## config.mk

```make
export PLATFORM = sky130hd
export DESIGN_NAME = blk_err_status
export DESIGN_NICKNAME = d
export VERILOG_FILES = /design/src/rtl/blk_err_pkg.sv /design/src/rtl/err_sat_counter.sv /design/src/rtl/rx_status.sv /design/src/rtl/tx_febe_path.sv /design/src/rtl/blk_err_status.sv
export SDC_FILE = /design/constraint.sdc
export NUM_CORES = 1
export LEC_CHECK = 0
export BUFFER_PORTS_ARGS = -buffer_cell sky130_fd_sc_hd__buf_2
export CORE_ASPECT_RATIO = 0.75
export CORE_MARGIN = 2
export CORE_UTILIZATION = 56
export DETAILED_ROUTE_END_ITERATION = 7
export PLACE_DENSITY = 0.81
export SKIP_CTS_REPAIR_TIMING = 1
export SYNTH_ARGS = -nofsm -noshare
export SYNTH_HDL_FRONTEND = slang
export SYNTH_HIERARCHICAL = 1
export SYNTH_SLANG_ARGS = --single-unit
```

## constraint.sdc

```tcl
create_clock -name clk_i -period 3.8 [get_ports clk_i]
set_input_delay 1.14 -clock clk_i [delete_from_list [all_inputs] [get_ports clk_i]]
set_output_delay 1.14 -clock clk_i [all_outputs]
set_load 0.02 [all_outputs]
```

## src/rtl/blk_err_pkg.sv

```systemverilog
package blk_err_pkg;
  localparam int CNT_W    = 8;
  localparam int NUM_CNT  = 2;
  localparam int IDX_FEBE = 0;
  localparam int IDX_NEBE = 1;
endpackage

```

## src/rtl/err_sat_counter.sv

```systemverilog
module err_sat_counter #(
  parameter int W = 8
) (
  input  logic         clk_i,
  input  logic         rst_ni,
  input  logic         clr_i,
  input  logic         inc_i,
  output logic [W-1:0] cnt_o
);
  localparam logic [W-1:0] MaxVal = {W{1'b1}};

  logic at_max;
  assign at_max = (cnt_o == MaxVal);

  always_ff @(posedge clk_i or negedge rst_ni) begin
    if (!rst_ni)                cnt_o <= '0;
    else if (clr_i)             cnt_o <= '0;
    else if (inc_i && !at_max)  cnt_o <= cnt_o + 1'b1;
  end

  assert_no_overflow_R8: assert property (@(posedge clk_i) disable iff (!rst_ni)
    (at_max && !clr_i) |=> (cnt_o == MaxVal));
  assert_clear_wins_R9: assert property (@(posedge clk_i) disable iff (!rst_ni)
    clr_i |=> (cnt_o == '0));
  assert_step_one_R7: assert property (@(posedge clk_i) disable iff (!rst_ni)
    (!clr_i && !inc_i) |=> $stable(cnt_o));
endmodule

```

## src/rtl/rx_status.sv

```systemverilog
module rx_status (
  input  logic clk_i,
  input  logic rst_ni,
  input  logic sf_end_i,
  input  logic link_ok_i,
  input  logic crc_err_i,
  input  logic rx_febe_i,
  output logic nebe_o,
  output logic rx_febe_o
);
  always_ff @(posedge clk_i or negedge rst_ni) begin
    if (!rst_ni)        nebe_o <= 1'b0;
    else if (!link_ok_i) nebe_o <= 1'b0;
    else if (sf_end_i)  nebe_o <= ~crc_err_i;
  end

  always_ff @(posedge clk_i or negedge rst_ni) begin
    if (!rst_ni)                     rx_febe_o <= 1'b1;
    else if (sf_end_i && link_ok_i)  rx_febe_o <= rx_febe_i;
  end

  assert_nebe_forced_R2: assert property (@(posedge clk_i) disable iff (!rst_ni)
    !link_ok_i |=> !nebe_o);
  assert_nebe_hold_R1: assert property (@(posedge clk_i) disable iff (!rst_ni)
    (link_ok_i && !sf_end_i) |=> $stable(nebe_o));
  assert_rx_hold_R3: assert property (@(posedge clk_i) disable iff (!rst_ni)
    !(sf_end_i && link_ok_i) |=> $stable(rx_febe_o));
endmodule

```

## src/rtl/tx_febe_path.sv

```systemverilog
module tx_febe_path (
  input  logic clk_i,
  input  logic rst_ni,
  input  logic bf8_end_i,
  input  logic bf2_end_i,
  input  logic force_i,
  input  logic sw_febe_i,
  input  logic nebe_i,
  output logic tx_febe_o
);
  logic queued_q;
  logic merged;

  // active low: either source at 0 marks an error
  assign merged = force_i ? sw_febe_i : (sw_febe_i & nebe_i);

  always_ff @(posedge clk_i or negedge rst_ni) begin
    if (!rst_ni)        queued_q <= 1'b1;
    else if (bf8_end_i) queued_q <= merged;
  end

  always_ff @(posedge clk_i or negedge rst_ni) begin
    if (!rst_ni)        tx_febe_o <= 1'b1;
    else if (bf2_end_i) tx_febe_o <= queued_q;
  end

  assert_tx_hold_R6: assert property (@(posedge clk_i) disable iff (!rst_ni)
    !bf2_end_i |=> $stable(tx_febe_o));
  assert_force_mode_R4: assert property (@(posedge clk_i) disable iff (!rst_ni)
    (bf8_end_i && force_i) |=> (queued_q == $past(sw_febe_i)));
  assert_merge_mode_R5: assert property (@(posedge clk_i) disable iff (!rst_ni)
    (bf8_end_i && !force_i && !nebe_i) |=> !queued_q);
endmodule

```

## src/rtl/blk_err_status.sv

```systemverilog
module blk_err_status
  import blk_err_pkg::*;
(
  input  logic             clk_i,
  input  logic             rst_ni,
  input  logic             bf2_end_i,
  input  logic             bf8_end_i,
  input  logic             sf_end_i,
  input  logic             crc_err_i,
  input  logic             rx_febe_i,
  input  logic             sf_sync_i,
  input  logic             linkup_i,
  input  logic             sw_febe_i,
  input  logic             febe_force_i,
  input  logic             cnt_clr_i,
  output logic             nebe_o,
  output logic             rx_febe_o,
  output logic             tx_febe_o,
  output logic [CNT_W-1:0] febe_cnt_o,
  output logic [CNT_W-1:0] nebe_cnt_o
);
  logic link_ok;
  assign link_ok = sf_sync_i & linkup_i;

  rx_status u_rx (
    .clk_i     (clk_i),
    .rst_ni    (rst_ni),
    .sf_end_i  (sf_end_i),
    .link_ok_i (link_ok),
    .crc_err_i (crc_err_i),
    .rx_febe_i (rx_febe_i),
    .nebe_o    (nebe_o),
    .rx_febe_o (rx_febe_o)
  );

  tx_febe_path u_tx (
    .clk_i     (clk_i),
    .rst_ni    (rst_ni),
    .bf8_end_i (bf8_end_i),
    .bf2_end_i (bf2_end_i),
    .force_i   (febe_force_i),
    .sw_febe_i (sw_febe_i),
    .nebe_i    (nebe_o),
    .tx_febe_o (tx_febe_o)
  );

  logic [NUM_CNT-1:0] evt;
  logic [CNT_W-1:0]   cnt [NUM_CNT];

  assign evt[IDX_FEBE] = sf_end_i & link_ok & ~rx_febe_i;
  assign evt[IDX_NEBE] = sf_end_i & link_ok & crc_err_i;

  for (genvar g = 0; g < NUM_CNT; g++) begin : g_cnt
    err_sat_counter #(.W(CNT_W)) u_cnt (
      .clk_i  (clk_i),
      .rst_ni (rst_ni),
      .clr_i  (cnt_clr_i),
      .inc_i  (evt[g]),
      .cnt_o  (cnt[g])
    );
  end

  assign febe_cnt_o = cnt[IDX_FEBE];
  assign nebe_cnt_o = cnt[IDX_NEBE];

  assert_no_count_unlinked_R7: assert property (@(posedge clk_i) disable iff (!rst_ni)
    (!link_ok && !cnt_clr_i) |=> ($stable(febe_cnt_o) && $stable(nebe_cnt_o)));
endmodule

```

; Yosys cells after proc, flatten, opt, wreduce, memory -nomap -nowiden
; Index checks and enable logic that the tools add are counted.
[word_totals]
regBits = 20
romBits = 0
latch_bits = 0
inputBits = 12
out_inout_bits = 19
ramBits = 0
memories = 0
[classes]
shift = 0
n_reduce_logical = 7
add_sub_neg = 2
div = 0
mux = 7
multipliers = 0
n_eq_ne = 3
order_cmp = 0
bitwise = 7
[ops]
columns = operator, count
row1 = 2-to-1 mux 8 bit, 4
row2 = "adder 8 x 1 -> 8 bit, second input constant", 2
row3 = "== test 8 bit, second input constant", 2
row4 = bitwise AND 1 bit, 5
row5 = nonzero test 2 bit, 2
row6 = logical AND 1 bit, 3
row7 = 2-to-1 mux 1 bit, 3
row8 = zero test 1 bit, 2
row9 = "!= test 2 bit, second input constant", 1
row10 = inverter 1 bit, 2

; Longest topological paths before layout
[depth]
word_depth = 6
depth_mapped = 4

; Modules after synthesis
; The synthesis kept the hierarchy.
[modules_own_cells]
columns = module, cells_per_inst, n_inst, area_each_um2
row1 = err_sat_counter, 47, 2, 505.5
row2 = rx_status, 7, 1, 90.1
row3 = tx_febe_path, 6, 1, 83.8
row4 = blk_err_status, 3, 1, 26.3

; Worst setup path before layout
; No wires, ideal clock.
[synth_path]
path_kind = input to register
start = in rx_febe_i
end = reg g_cnt[0].u_cnt.cnt_o[5]
n_path_buf = 0
required_time_ps = 3675
path_slack_ps = 1528
arrival_time_ps = 2146
setup_ps = 125
path_stages = 4
path_cell_list = and4b_1 nand4_1 a211oi_2 mux2_4
[synth_between]
elab_chain_cells = 4
[synth_lines]
columns = item, line_no
row1 = "start, declared", blk_err_status.sv:10  ; input logic rx_febe_i,
row2 = inverter 1 bit, blk_err_status.sv:50  ; assign evt[IDX_FEBE] = sf_end_i & link_ok & ~rx_febe_i;
row3 = bitwise AND 1 bit, blk_err_status.sv:50
row4 = logical AND 1 bit, err_sat_counter.sv:18  ; else if (inc_i && !at_max) cnt_o <= cnt_o + 1'b1;
row5 = nonzero test 2 bit (no line), -
row6 = "end signal, assigned", err_sat_counter.sv:18
row7 = "end, declared", err_sat_counter.sv:8  ; output logic [W-1:0] cnt_o
; Every way passes these cells.
; A chain may end at the register's enable or synchronous reset.

; Worst setup path in the final report
[layout_path]
start = in rx_febe_i
end = reg g_cnt[0].u_cnt.cnt_o[5]
[layout_between]
elab_chain_cells = 4
[layout_lines]
columns = item, line_no
row1 = inverter 1 bit, blk_err_status.sv:50
row2 = bitwise AND 1 bit, blk_err_status.sv:50
row3 = via evt[0], blk_err_status.sv:47  ; logic [NUM_CNT-1:0] evt;
row4 = logical AND 1 bit, err_sat_counter.sv:18
row5 = nonzero test 2 bit (no line), -
; The timed path passes the listed nets, and every way through them passes these cells.

==> out/metrics.csv <==
stage,metric,value,unit
finish,register area,504,um2
drt,post-DR wirelength/cell,16.0,um
cts,clock tree sinks,20,
setup_path,crit path DAT,2.41,ns
global_routing,antenna violations before repair,0,
finish,Final Util,68.8,%
drt,DR vias/cell,5.99,
sta,worst-margin pin slew,0.463,ns
global_routing,number of global-route vias before repair,965,
synthesis,sequential share of the synthesized area,41.6,%
setup_path,CP Buf/Inv Count,1,
sta,worst clock skew,0.00466,ns
place,Place WS,1.32,ns
die,IO Count,31,
cts,htree depth,1,
drt,first drt pass iteration count,4,
setup_path,CP max stage delay,0.37,ns
die,die height,44.3,um
synthesis,Syn Std Cell Area,1210,um2
power,pwr dens,280,nW/um2
setup_path,CP endpoint kind,flip-flop,
global_routing,Total Routing Usage GR,23.0,%
die,die area,2550,um2
setup_path,Critical Path Source Type,input pin,
finish,"Design Area, Final",1400,um2
finish,Layout area overhead,15.4,%
global_routing,global-route wire length before repair,4400,um
place,RePlAce Congestion,0.745,
finish,final net count,155,
sta,Final Max Slew Viols,0,
finish,layout cells sized above 1,41.4,%
run_status,status,"finished, final reports clean",
finish,area of the multi-input gates,673,um2
sta,Setup TNS,0,ns
finish,n_diodes,0,
cts,root buffer cell,clkbuf_4,
drt,Final ANT Viol Nets,0,
finish,Layout fillers,165,
power,Peak VDD IR,282,uV
place,IO Port Bufs,30,
setup_path,"Cell Chain, Critical Path",buf_2 > and4b_1 > nand4_1 > a211oi_2 > mux2_4,
die,overall die width,57.7,um
drt,Iter 0 DRT Violations,68,
drt,Vias,982,
sta,f_max,0.454,GHz
setup_path,Crit Path Class,input pin to flip-flop,
place,post-DP HPWL,1840,um
global_routing,largest net degree at the start of global routing,27,
setup_path,Crit path max-delay family,simple AND/OR/NAND/NOR gates,
sta,final hold viol count,0,
setup_path,Critical Path Fanout Max,6,
cts,CTS Buf Count,3,
sta,crit share post-route,58.0,%
synthesis,synthesized flop and latch total,20,
drt,Routed WL,2620,um
die,Starting Density,59.6,%
sta,RSZ-0062 raised after global routing,false,
sta,Worst slew margin,69.2,%
die,core area,2030,um2
cts,"CTS clk-pin slew, worst paths",0.11,ns
synthesis,Post-Syn Nets,124,
cts,Max Buffers Root-to-Sink,2,
global_routing,total grt overflow,0,
synthesis,Ys Warns,6,
die,# rows,14,
hold_path,min-delay worst type,flip-flop to flip-flop,
sta,final worst setup slack,1.60,ns
cts,clock latency on the worst-skew pair,0.30,ns
run,max-cap violations,0,
sta,Final min period,2.20,ns
synthesis,Synth Instances,110,
power,Pleak,0.000657,uW
synthesis,syn avg cell area,11.0,um2
setup_path,crit path max-delay cell type,and4b_1,
cts,CTS tree,done,
setup_path,required time of the critical path,4.00,ns
synthesis,count of cell types in the netlist,32,
sta,Final setup violation count,0,
place,Area after DPL,1360,um2
drt,DRC,0,
power,total power,391,uW
==> synth_stat cells, drive strengths merged <==
master | n | area [um2]
dfrtp | 17 | 425
clkbuf | 2 | 7.51
a21boi | 5 | 45.0
and3 | 4 | 27.5
and4b | 1 | 10.0
a311oi | 2 | 17.5
mux2 | 10 | 150
buf | 2 | 22.5
and4 | 5 | 43.8
nand3 | 2 | 10.0
dfstp | 3 | 78.8
inv | 1 | 3.75
nor2 | 8 | 30.0
nor3 | 2 | 10.0
o211ai | 1 | 7.51
o21ai | 1 | 5.00
and2 | 1 | 7.51
a211oi | 4 | 40.0
nor2b | 8 | 50.1
nand2 | 5 | 18.8
a21oi | 8 | 55.1
mux2i | 2 | 20.0
ha | 2 | 25.0
nor4bb | 2 | 20.0
a41oi | 2 | 17.5
nand2b | 6 | 37.5
nand4 | 4 | 25.0
==> final cells by class <==
cell class	count	area share (%)
repair buffers	30	10.7
flip-flops and latches	20	36.1
well taps	24	2.15
clock buffers	4	2.60
multi-input cells	85	48.2
inverters	1	0.269
==> placed cells by master (no fill, tap or decap), drive strengths merged, types with 3 or more instances in the layout <==
master / count
nand4: 4
dfrtp: 17
a211oi: 4
a21oi: 8
nand2: 5
nor2: 8
and3: 4
dfstp: 3
nand2b: 6
clkbuf: 4
buf: 30
nor2b: 8
mux2: 10
and4: 5
a21boi: 5
==> report_power, final <==
part           internal, uW  switching (uW)  leakage (uW)  total, uW
clock                  58.5            65.4     0.0000210        124
sequential              221            3.39      0.000268        225
combinational          18.2            24.1      0.000368       42.3
==> routing by layer <==
layer | part of all wire (%) | track usage, % | wire [um]
met5 | 0 | 0 | 0
met4 | 0 | 6.05 | 0
met1 | 47 | 31.1 | 1220
met2 | 46 | 36.6 | 1200
met3 | 7.5 | 7.02 | 196
==> cells by family after synthesis <==
kind of cell | Yosys count | share of synthesized area (%)
AND/OR/NAND/NOR | 48 | 24.0
adder cells (fa/ha/maj) | 2 | 2.07
flip-flops | 20 | 41.6
multiplexers | 12 | 14.0
buffers and inverters | 5 | 2.79
AO/OA/AOI/OAI | 23 | 15.5
==> tightest hold or removal path, stage by stage (launching register included) <==
cell and delay, ns:
dfstp_2 0.39, inv_1 0.04, o21ai_0 0.08
==> per-stage QoR <==
step           cells  hold slack [ns]
3_5_place_dp     160            0.488
3_3_place_gp     160            0.483
6_report         164            0.496
5_1_grt          164            0.559
4_1_cts          164            0.505
2_1_floorplan    110            0.459
==> registers in the layout, summed over array words and instances (netlist names) <==
name,flops
g_cnt.u_cnt/cnt_o,16
u_rx/nebe_o,1
u_rx/rx_febe_o,1
u_tx/queued_q,1
u_tx/tx_febe_o,1
==> worst paths after layout <==
check / from / end / slack, ns / cells after the start
worst min-delay path: u_tx/queued_q$_DFFE_PN1P_ / u_tx/queued_q$_DFFE_PN1P_ / 0.50 / 2
worst min register to register: u_tx/queued_q$_DFFE_PN1P_ / u_tx/queued_q$_DFFE_PN1P_ / 0.50 / 2
worst max register to register: g_cnt[0].u_cnt/cnt_o[0]$_DFFE_PN0P_ / g_cnt[0].u_cnt/cnt_o[5]$_DFFE_PN0P_ / 2.13 / 4
max in group asynchronous: rst_ni / u_tx/tx_febe_o$_DFFE_PN1P_ / 2.69 / 1
worst max-delay path: rx_febe_i / g_cnt[0].u_cnt/cnt_o[5]$_DFFE_PN0P_ / 1.60 / 5
min in group asynchronous: rst_ni / g_cnt[1].u_cnt/cnt_o[0]$_DFFE_PN0P_ / 0.77 / 1
Power figures use the tool's default switching activity.
